`src/rtl/excl_mon_pkg.sv`:
```
// Shared types for the exclusive access monitor.
package excl_mon_pkg;
    typedef enum logic [1:0] {
        SZ_BYTE = 2'd0,
        SZ_HALF = 2'd1,
        SZ_WORD = 2'd2,
        SZ_RSVD = 2'd3
    } acc_size_e;

    typedef enum logic {
        MON_OPEN = 1'b0,
        MON_EXCL = 1'b1
    } mon_state_e;
endpackage

```
`src/rtl/excl_tag_reg.sv`:
```
// Holds the monitor state and the reserved word tag and access size.
// Assumes open_i and set_i are never both asserted; open_i wins if they are.
module excl_tag_reg
    import excl_mon_pkg::*;
#(
    parameter int TAG_W = 30
) (
    input  logic             clk,
    input  logic             rst_n,
    input  logic             set_i,
    input  logic             open_i,
    input  logic [TAG_W-1:0] tag_i,
    input  acc_size_e        size_i,
    output mon_state_e       state_o,
    output logic [TAG_W-1:0] tag_o,
    output acc_size_e        size_o
);
    // State transition: open on request, arm and capture tag on load-exclusive.
    always_ff @(posedge clk) begin
        if (!rst_n) begin
            state_o <= MON_OPEN;
            tag_o   <= '0;
            size_o  <= SZ_BYTE;
        end else if (open_i) begin
            state_o <= MON_OPEN;
        end else if (set_i) begin
            state_o <= MON_EXCL;
            tag_o   <= tag_i;
            size_o  <= size_i;
        end
    end
endmodule

```
`src/rtl/excl_match.sv`:
```
// Compares a request against the stored reservation.
// word_hit ignores size (used by ordinary stores); grant needs size equality too.
module excl_match
    import excl_mon_pkg::*;
#(
    parameter int TAG_W = 30
) (
    input  mon_state_e       state_i,
    input  logic [TAG_W-1:0] rsv_tag_i,
    input  acc_size_e        rsv_size_i,
    input  logic [TAG_W-1:0] req_tag_i,
    input  acc_size_e        req_size_i,
    output logic             word_hit_o,
    output logic             grant_o
);
    // Combinational tag and size comparison.
    always_comb begin
        word_hit_o = (state_i == MON_EXCL) && (rsv_tag_i == req_tag_i);
        grant_o    = word_hit_o && (rsv_size_i == req_size_i);
    end
endmodule

```
`src/rtl/excl_status_reg.sv`:
```
// Registers the store-exclusive outcome: a done pulse and the fail bit.
// sx_fail holds its last value between store-exclusives.
module excl_status_reg (
    input  logic clk,
    input  logic rst_n,
    input  logic stx_i,
    input  logic pass_i,
    output logic done_o,
    output logic fail_o
);
    // One-cycle result strobe and status capture.
    always_ff @(posedge clk) begin
        if (!rst_n) begin
            done_o <= 1'b0;
            fail_o <= 1'b0;
        end else begin
            done_o <= stx_i;
            if (stx_i) fail_o <= !pass_i;
        end
    end
endmodule

```
`src/rtl/excl_monitor.sv`:
```
// Local exclusive monitor for one bus master. It gates store-exclusive writes
// and reports the outcome one cycle later. Assumes at most one request flag
// per cycle; otherwise the priority is store-exclusive, load-exclusive, store.
module excl_monitor
    import excl_mon_pkg::*;
#(
    parameter int ADDR_W   = 32,
    parameter int GRAN_LSB = 2
) (
    input  logic              clk,
    input  logic              rst_n,
    input  logic [ADDR_W-1:0] req_addr,
    input  logic [1:0]        req_size,
    input  logic              req_ldx,
    input  logic              req_stx,
    input  logic              req_st,
    input  logic              mon_clear,
    output logic              mem_wr_en,
    output logic              sx_done,
    output logic              sx_fail
);
    localparam int TAG_W = ADDR_W - GRAN_LSB;

    logic [TAG_W-1:0] req_tag, rsv_tag;
    acc_size_e        rsv_size, req_sz;
    mon_state_e       mon_state;
    logic             word_hit, grant, sx_pass, do_ldx, do_st, open_now, armed;

    // Decode the request into tag, size and effective operation.
    always_comb begin
        req_tag  = req_addr[ADDR_W-1:GRAN_LSB];
        req_sz   = acc_size_e'(req_size);
        do_ldx   = req_ldx && !req_stx;
        do_st    = req_st && !req_stx && !req_ldx;
        sx_pass  = req_stx && grant && !mon_clear;
        open_now = mon_clear || req_stx || (do_st && word_hit);
        armed    = (mon_state == MON_EXCL);
    end

    // Memory write enable: gated store-exclusive or plain store.
    always_comb begin
        mem_wr_en = sx_pass || do_st;
    end

    excl_tag_reg #(.TAG_W(TAG_W)) u_tag (
        .clk    (clk),
        .rst_n  (rst_n),
        .set_i  (do_ldx && !mon_clear),
        .open_i (open_now),
        .tag_i  (req_tag),
        .size_i (req_sz),
        .state_o(mon_state),
        .tag_o  (rsv_tag),
        .size_o (rsv_size)
    );

    excl_match #(.TAG_W(TAG_W)) u_match (
        .state_i   (mon_state),
        .rsv_tag_i (rsv_tag),
        .rsv_size_i(rsv_size),
        .req_tag_i (req_tag),
        .req_size_i(req_sz),
        .word_hit_o(word_hit),
        .grant_o   (grant)
    );

    excl_status_reg u_stat (
        .clk   (clk),
        .rst_n (rst_n),
        .stx_i (req_stx),
        .pass_i(sx_pass),
        .done_o(sx_done),
        .fail_o(sx_fail)
    );
endmodule

```
`config.mk`:
```
export PLATFORM = sky130hd
export DESIGN_NAME = excl_monitor
export DESIGN_NICKNAME = d
export VERILOG_FILES = /design/src/rtl/excl_mon_pkg.sv /design/src/rtl/excl_tag_reg.sv /design/src/rtl/excl_match.sv /design/src/rtl/excl_status_reg.sv /design/src/rtl/excl_monitor.sv
export SDC_FILE = /design/constraint.sdc
export NUM_CORES = 1
export LEC_CHECK = 0
export CORE_MARGIN = 2
export CORE_UTILIZATION = 45
export CTS_CLUSTER_SIZE = 28
export DETAILED_ROUTE_END_ITERATION = 7
export PLACE_DENSITY = 0.75
export SLEW_MARGIN = 10
export SYNTH_ARGS = -nofsm -noshare
export SYNTH_HDL_FRONTEND = slang
export SYNTH_SLANG_ARGS = --single-unit
```
`constraint.sdc`:
```
create_clock -name clk -period 1.9 [get_ports clk]
set_clock_uncertainty 0.2 [all_clocks]
set_input_delay 0.19 -clock clk [delete_from_list [all_inputs] [get_ports clk]]
set_output_delay 0.19 -clock clk [all_outputs]
set_load 0.05 [all_outputs]
```
### Word-level counts from Yosys, hierarchy flattened

Index checks and enable logic that the tools add are counted.

* output and inout bits: 3
* word-level logic and storage cells: 27
* bits in registers: 35

* equality and inequality tests: 2
* reductions and logical operators: 18
* bitwise operators: 2

Operators with widths (count)
* equality test 30 bit: 1
* logical AND 1 bit: 9
* logical NOT 1 bit: 4
* logical OR 1 bit: 3
* equality test 2 bit: 1
* NOT 1 bit: 2
* AND reduction 2 bit: 1
* OR reduction 2 bit: 1

### Longest topological paths before layout

Gate-level depths: netlist (run 1).

* depth in word-level cells: 7
* gate-level depth with buffers: 6

### Hierarchy

Synthesis (run 1) repeated with hierarchy kept, for this count alone.

* cell total of the unflattened synthesis: 200
* area, all modules: 1820.5 µm²

By module, submodules not included
* excl_tag_reg: sequential area each 660.6 µm², area an instance 1353.8 µm², cells each 143, times used 1
* excl_match: sequential area each 0.0 µm², area an instance 364.1 µm², cells each 46, times used 1
* excl_status_reg: sequential area each 40.0 µm², area an instance 61.3 µm², cells each 5, times used 1
* excl_monitor: sequential area each 0.0 µm², area an instance 41.3 µm², cells each 6, times used 1

### Worst setup path before layout (run 1)

Ideal clock, no wire load.

* path kind: register to output
* start point: reg u_tag.tag_o[7]
* end point: out mem_wr_en
* arrival time: 1.904 ns
* path buffers: 0
* cell stages (with the launch flop): 6
* data required time: 1.510 ns
* slack: -0.394 ns
* cell sequence: dfxtp_1 > xor2_1 > nor4_2 > nand4_1 > or4_1 > o21ai_0

* word-level cells in the longest chain between the ends: 6

Ends and longest elaborated chain
* start, declared: RTL line excl_tag_reg.sv:15 `output logic [TAG_W-1:0] tag_o,`
* start signal, assigned: RTL line excl_tag_reg.sv:28 `tag_o <= tag_i;`
* equality test 30 bit: RTL line excl_match.sv:18 `word_hit_o = (state_i == MON_EXCL) && (rsv_tag_i == req_tag_i);`
* logical AND 1 bit: RTL line excl_match.sv:18
* logical AND 1 bit: RTL line excl_match.sv:19 `grant_o = word_hit_o && (rsv_size_i == req_size_i);`
* logical AND 1 bit (2 in a row): RTL line excl_monitor.sv:35 `sx_pass = req_stx && grant && !mon_clear;`
* logical OR 1 bit: RTL line excl_monitor.sv:42 `mem_wr_en = sx_pass || do_st;`
* end, declared: RTL line excl_monitor.sv:18 `output logic mem_wr_en,`

Every way passes these cells.

### Final worst setup path (run 1)

* start point: in req_addr[28]
* end point: out mem_wr_en

* word-level cells in the longest chain between the ends: 6

Ends and longest elaborated chain
* start, declared: RTL line excl_monitor.sv:12 `input logic [ADDR_W-1:0] req_addr,`
* equality test 30 bit: RTL line excl_match.sv:18
* logical AND 1 bit: RTL line excl_match.sv:18
* logical AND 1 bit: RTL line excl_match.sv:19
* logical AND 1 bit (2 in a row): RTL line excl_monitor.sv:35
* logical OR 1 bit: RTL line excl_monitor.sv:42

Every way passes these cells.

==> flow_summary_export.csv, run 1 <==
group,metric,value,unit
global_route,grt_pass1_wl,5910,um
timing,setup_tns,-619,ps
drt,via_per_inst,4.75,
worst_setup_path,cp_max_fo,2,
drt,ant_nets,0,
yosys,synthTopCellsByArea,"dfxtp_1 42%, nand2_1 15%, a21boi_0 14%",
cells_and_area,antennaDiodeCount,0,
yosys,async_flop_share,0,%
yosys,synth_top_area_share,41.9,%
yosys,synth_warnings,0,
global_route,grtUsageTotal,18.3,%
placement,dp_hpwl,2430,um
worst_setup_path,startpoint,"req_addr[28]",
clock_tree,clk_latency,280,ps
placement,port_buffers,40,
timing,relSlewSlack,67.4,%
placement,placed_cells,295,
clock_tree,clkTransAtPathRegs,70,ps
cells_and_area,nets,294,
timing,slew_violations,0,
cells_and_area,stdcell_count,303,
worst_setup_path,r2r-start,"u_tag.tag_o[8]",
clock_tree,tritoncts,"done",
worst_setup_path,end_kind,"primary output",
drt,firstDrtPassIters,4,
global_route,grt_pass1_vias,1372,
floorplan,boundaryPins,43,
cells_and_area,fillers,314,
clock_tree,htreeDepth,2,
clock_tree,numCtsBuffers,5,
clock_tree,cts_buffer_depth,2,
outcome,violations,"negative setup slack",
floorplan,rows,22,
placement,routabilityCongestion,0.744,
yosys,ys.flop_type,"dfxtp_1",
floorplan,dieHeight,65.0,um
drt,routed_wirelength,3400,um
timing,setup_violations,2,
floorplan,chipWidth,65.0,um
hold_path,holdCritPathClass,"input pin to flip-flop",
global_route,grt_max_degree,36,
cells_and_area,area_growth,42.2,%
yosys,seq_area_frac_synth,41.9,%
floorplan,core,0.00361,mm2
timing,clock.fmax,0.408,GHz
timing,worstMarginPinSlew,488,ps
cells_and_area,layout_common_cells,"65 x nand2_1, 32 x a21boi_0, 31 x clkdlybuf4s50_1, 27 x dfxtp_1, 24 x xor2_1",
drt,routedWlPerCell,11.2,um
run,cap_violations,0,
timing,layout_min_cycle_time,2450,ps
yosys,yosys.area.top_type,"dfxtp_1",
drt,vias,1440,
drt,drt_iter0_drc,40,
yosys,avgSynthCellArea,8.23,um2
timing,rsz0062_at_grt,"true",
worst_setup_path,crit_required,1510,ps
yosys,synthCells,203,
yosys,synth_edf_count,0,
worst_setup_path,crit_arrival,2060,ps
clock_tree,cts_setup_buffers,0,
floorplan,die-area,0.00422,mm2
clock_tree,clock_sinks,35,
cells_and_area,multi_input_area,958,um2
yosys,ys_types,23,
pwr,cellLeakagePower,0.942,nW
timing,hold_viol,0,
pwr,ir_drop,0.402,mV
hold_path,hold_start,"req_addr[21]",
worst_setup_path,startpoint_type,"input pin",
yosys,synth-seq-cells,35,
pwr,total_power,1.61,mW
cells_and_area,drive_gt1_share,14.5,%
global_route,overflow,0,
timing,worst_slack,-550,ps
pwr,cellPowerDensity,676,mW/mm2
worst_setup_path,setup.worst_path.class,"input pin to primary output",
outcome,status,"complete, but fails checks",
floorplan,initial_utilization,46.4,%
cells_and_area,layout_commonest_cell,"nand2_1",
drt,drc_errors,0,
global_route,antenna_found_initial,0,
cells_and_area,seqCellArea,711,um2
yosys,syn_area,0.00167,mm2
clock_tree,cts-root-buf,"clkbuf_8",
yosys,syn_nets,243,
timing,finalCritPeriodShare,129,%
==> kinds of logic after synthesis <==
| kind of cell | synth area share [%] |
|---|---|
| buffers and inverters | 2.92 |
| and+or+nand+nor | 23.5 |
| xor gates and xnor gates | 14.1 |
| DFF | 41.9 |
| AOI/OAI and AO/OA | 17.5 |
==> cell type report <==
type	count	share of cell area, %
Clock buffer	8	4.21
Inverter	3	0.474
Multi-Input combinational cell	155	40.3
Sequential cell	35	29.9
Tap cell	48	2.53
Timing Repair Buffer	54	22.6
==> flip-flops by register name (all words and copies together), names as in the netlist <==
signal	count
u_stat.done_o	1
u_tag.tag_o	30
u_stat.fail_o	1
u_tag.size_o	2
u_tag.state_o	1
==> final timing paths <==
check / to / slack [ps] / cells past startpoint
max: mem_wr_en / -550 / 7
min reg2reg: u_tag.tag_o[18] / 270 / 2
max reg2reg: u_stat.fail_o / -60 / 5
min: u_tag.tag_o[19] / 10 / 3
==> worst max-delay path: stages <==
cell and delay (ps):
clkdlybuf4s50_1 430, xor2_1 180, nor4_2 260, nand4_1 180, or4_4 570, o21ai_4 90
buf_12 150
==> per-layer routing <==
layer	vias to the layer above	routed length [um]	track usage [%]
li1	766	-	-
met1	637	1650	22.1
met2	32	1540	30.5
met3	5	162	5.90
met4	0	46	6.38
met5	-	0	0
==> what timing repair did <==
item | CTS | global route
gates resized for setup | 9 | 5
setup endpoints to repair | 2 | 3
hold buffers | 0 | 0
pin swaps | 5 | 4
==> report_power, final <==
group	internal (mW)	switching (mW)	total [mW]
logic	0.142	0.110	0.252
clock network	0.331	0.249	0.579
registers	0.760	0.0150	0.775
total	1.23	0.374	1.61
==> stage by stage <==
stage / worst slack [ps] / hold WS (ps) / cell area, um2 / util, %
final: -550 / 11.6 / 2380 / 65.9
after global routing: -635 / 16.7 / 2380 / 65.9
after detailed placement: -639 / 260 / 2250 / 62.5
after CTS: -579 / 113 / 2360 / 65.5
after floorplan: -19.8 / 112 / 1690 / -
after global placement: -636 / 254 / 2250 / 62.5
==> synthesized netlist by cell type (2+ instances only) <==
library cell and number:
a21boi_0 32, clkbuf_1 10, and2_1 2, nand4_1 3, dfxtp_1 35, inv_1 3
nor2b_1 3, xor2_1 25, nand2_1 65, xnor2_1 2, a21oi_1 2, nand2b_1 4
nor4_1 4, nor2_1 4
Power figures use the tool's default switching activity.
==> run 2: changes to the inputs <==
--- a/config.mk
+++ b/config.mk
@@ -5,8 +5,10 @@
 export SDC_FILE = /design/constraint.sdc
 export NUM_CORES = 1
 export LEC_CHECK = 0
+export ABC_AREA = 0
 export CORE_MARGIN = 2
 export CORE_UTILIZATION = 45
+export CTS_CLUSTER_DIAMETER = 100
 export CTS_CLUSTER_SIZE = 28
 export DETAILED_ROUTE_END_ITERATION = 7
 export PLACE_DENSITY = 0.75
==> results of run 2 <==
Same layout as run 1: the final DEF is identical, and so are final timing and power.
==> run 3: changes to the inputs <==
--- a/config.mk
+++ b/config.mk
@@ -7,11 +7,11 @@
 export LEC_CHECK = 0
 export ABC_AREA = 0
 export CORE_MARGIN = 2
-export CORE_UTILIZATION = 45
+export CORE_UTILIZATION = 28
 export CTS_CLUSTER_DIAMETER = 100
 export CTS_CLUSTER_SIZE = 28
 export DETAILED_ROUTE_END_ITERATION = 7
-export PLACE_DENSITY = 0.75
+export DONT_BUFFER_PORTS = 1
 export SLEW_MARGIN = 10
 export SYNTH_ARGS = -nofsm -noshare
 export SYNTH_HDL_FRONTEND = slang
==> run 3 against run 2 <==
Net effect: the run still ends with negative setup slack left; register-to-register slack worse by 20 ps; routed wire length is 25% higher; sequential share of layout area is 1.0 points higher; non-clock buffer count down 9; clock-buffer cell count unchanged; critical path depth down 2; maximum frequency rose by 3.0%; final cell count up 5.9%; cell area down 3.8%; combinational power shrank 22%; sequential power up 1%; power fell by 1.7%.
==> flow_summary_export.csv, run 3 (same netlist as run 1, synthesis figures left out) <==
group,metric,value,unit
pwr,p_int,1.20,mW
cells_and_area,antennaDiodeCount,0,
clock_tree,tritoncts,"done",
worst_setup_path,end_kind,"primary output",
cells_and_area,layout_common_cells,"65 x nand2_1, 37 x dlygate4sd3_1, 32 x a21boi_0, 30 x dfxtp_1, 25 x xor2_1",
timing,hold_viol,0,
cells_and_area,multi_input_area,943,um2
cells_and_area,drive_gt1_share,9.76,%
pwr,share_comb_of_total_power,12.4,%
placement,port_buffers,0,
drt,via_per_inst,4.46,
timing,worst_slack,-479,ps
cells_and_area,reg_top3,"u_tag.tag_o (30), u_tag.size_o (2)",
worst_setup_path,cp_max_fo,2,
outcome,status,"complete, but fails checks",
clock_tree,cts_buffer_depth,2,
worst_setup_path,crit_arrival,1990,ps
timing,layout_min_cycle_time,2380,ps
cells_and_area,nets,285,
hold_path,min_path_cells,3,
timing,rsz0062_at_grt,"true",
global_route,grt_max_degree,35,
timing,finalCritPeriodShare,125,%
pwr,p_seq_share,49.6,%
pwr,ir_drop,0.373,mV
global_route,grt_pass1_vias,1492,
cells_and_area,top_register,"u_tag.tag_o",
cells_and_area,final_core_util,39.1,%
drt,vias,1431,
pwr,total_power,1.58,mW
clock_tree,numCtsBuffers,5,
placement,dp_hpwl,2640,um
drt,routed_wirelength,4260,um
floorplan,initial_utilization,28.6,%
cells_and_area,fillers,603,
global_route,grt_pass1_wl,6970,um
cells_and_area,largest_register_ffs,30,
floorplan,core,0.00585,mm2
cells_and_area,seqCellArea,707,um2
timing,relSlewSlack,25.5,%
placement,routabilityCongestion,0.691,
floorplan,boundaryPins,43,
clock_tree,clkTransAtPathRegs,70,ps
drt,drt_iter0_drc,54,
placement,placed_cells,276,
cells_and_area,layout_commonest_cell,"nand2_1",
drt,ant_nets,0,
run,cap_violations,0,
drt,drc_errors,0,
worst_setup_path,regToRegSetupSlack,-80,ps
clock_tree,cts_setup_buffers,0,
worst_setup_path,ff2ff_path_depth,5,
global_route,grtUsageTotal,13.9,%
pwr,p_clk_share,38.0,%
pwr,switching_power,0.376,mW
pwr,cellLeakagePower,0.873,nW
worst_setup_path,startpoint_type,"flip-flop",
worst_setup_path,crit_required,1510,ps
outcome,violations,"negative setup slack",
hold_path,holdCritPathClass,"input pin to flip-flop",
global_route,antenna_found_initial,0,
floorplan,die-area,0.00660,mm2
clock_tree,cts-root-buf,"clkbuf_8",
global_route,overflow,0,
clock_tree,clk_latency,280,ps
pwr,cellPowerDensity,691,mW/mm2
timing,worstMarginPinSlew,1110,ps
floorplan,chipWidth,81.3,um
floorplan,dieHeight,81.3,um
pwr,swShare,23.8,%
timing,slew_violations,0,
timing,setup_tns,-559,ps
clock_tree,clock_sinks,35,
timing,setup_violations,2,
drt,routedWlPerCell,13.3,um
cells_and_area,stdcell_count,321,
timing,clock.fmax,0.420,GHz
clock_tree,htreeDepth,2,
timing,holdWs,57.7,ps
floorplan,rows,28,
cells_and_area,area_growth,36.8,%
drt,firstDrtPassIters,4,
worst_setup_path,setup.worst_path.class,"flip-flop to primary output",
## run 3: cell count changes in the layout (fill, tap and decap cells not counted), moves of 5 or more
| cell | change |
|---|---|
| dlygate4sd2_1 | -5 |
| buf_4 | -5 |
| clkdlybuf4s50_1 | -31 |
| dlygate4sd3_1 | +37 |
## run 3: per-stage QoR
step	setup slack [ps]	instance area, um2
2_1_floorplan	-19.8	1690
3_3_place_gp	-216	1810
3_5_place_dp	-224	1810
4_1_cts	-494	2290
5_1_grt	-565	2290
6_report	-479	2290
## run 3: worst max-delay path, stage by stage (launching register included)
cell and delay, ps:
dfxtp_2 320, xor2_1 150, nor4_2 300, nand4_1 190, or4_4 580, o21ai_4 180
## run 3: final timing paths
path / start / to
setup / recovery: u_tag.tag_o[19] / mem_wr_en
hold / removal: req_st / u_tag.state_o
setup reg to reg: u_tag.tag_o[19] / u_stat.fail_o
hold reg to reg: u_tag.tag_o[26] / u_tag.tag_o[26]
## run 3: final cells by class
type / instances / share of cell area [%]
tap: 75 / 4.11
multi-input combinational: 155 / 41.3
inverter: 3 / 0.493
clock buffer: 8 / 4.38
timing repair buffer: 45 / 18.8
sequential: 35 / 30.9
## run 3: what timing repair did
item | 4_1_cts | 5_1_grt
cloned | 0 | 0
hold endpoints to repair | 35 | 0
endpoints found under the setup margin | 2 | 2
pin swaps | 3 | 2
hold buffers | 37 | 0
gates resized for setup | 1 | 0
## run 3: power by group through the flow
stage          combinational [mW]  sequential (mW)  clock, mW
3_5_place_dp                0.121            0.801          0
5_1_grt                     0.217            0.787      0.651
6_report                    0.196            0.784      0.600
4_1_cts                     0.198            0.783      0.617
3_3_place_gp                0.119            0.800          0
2_1_floorplan               0.101            0.798          0
## run 3: per-layer routing
metal,global-route usage (%),part of all wire (%),routed length (um)
met1,17.1,46,1960
met2,23.2,48,2030
met3,3.89,5.0,215
met4,4.58,1.3,55
met5,0,0,0
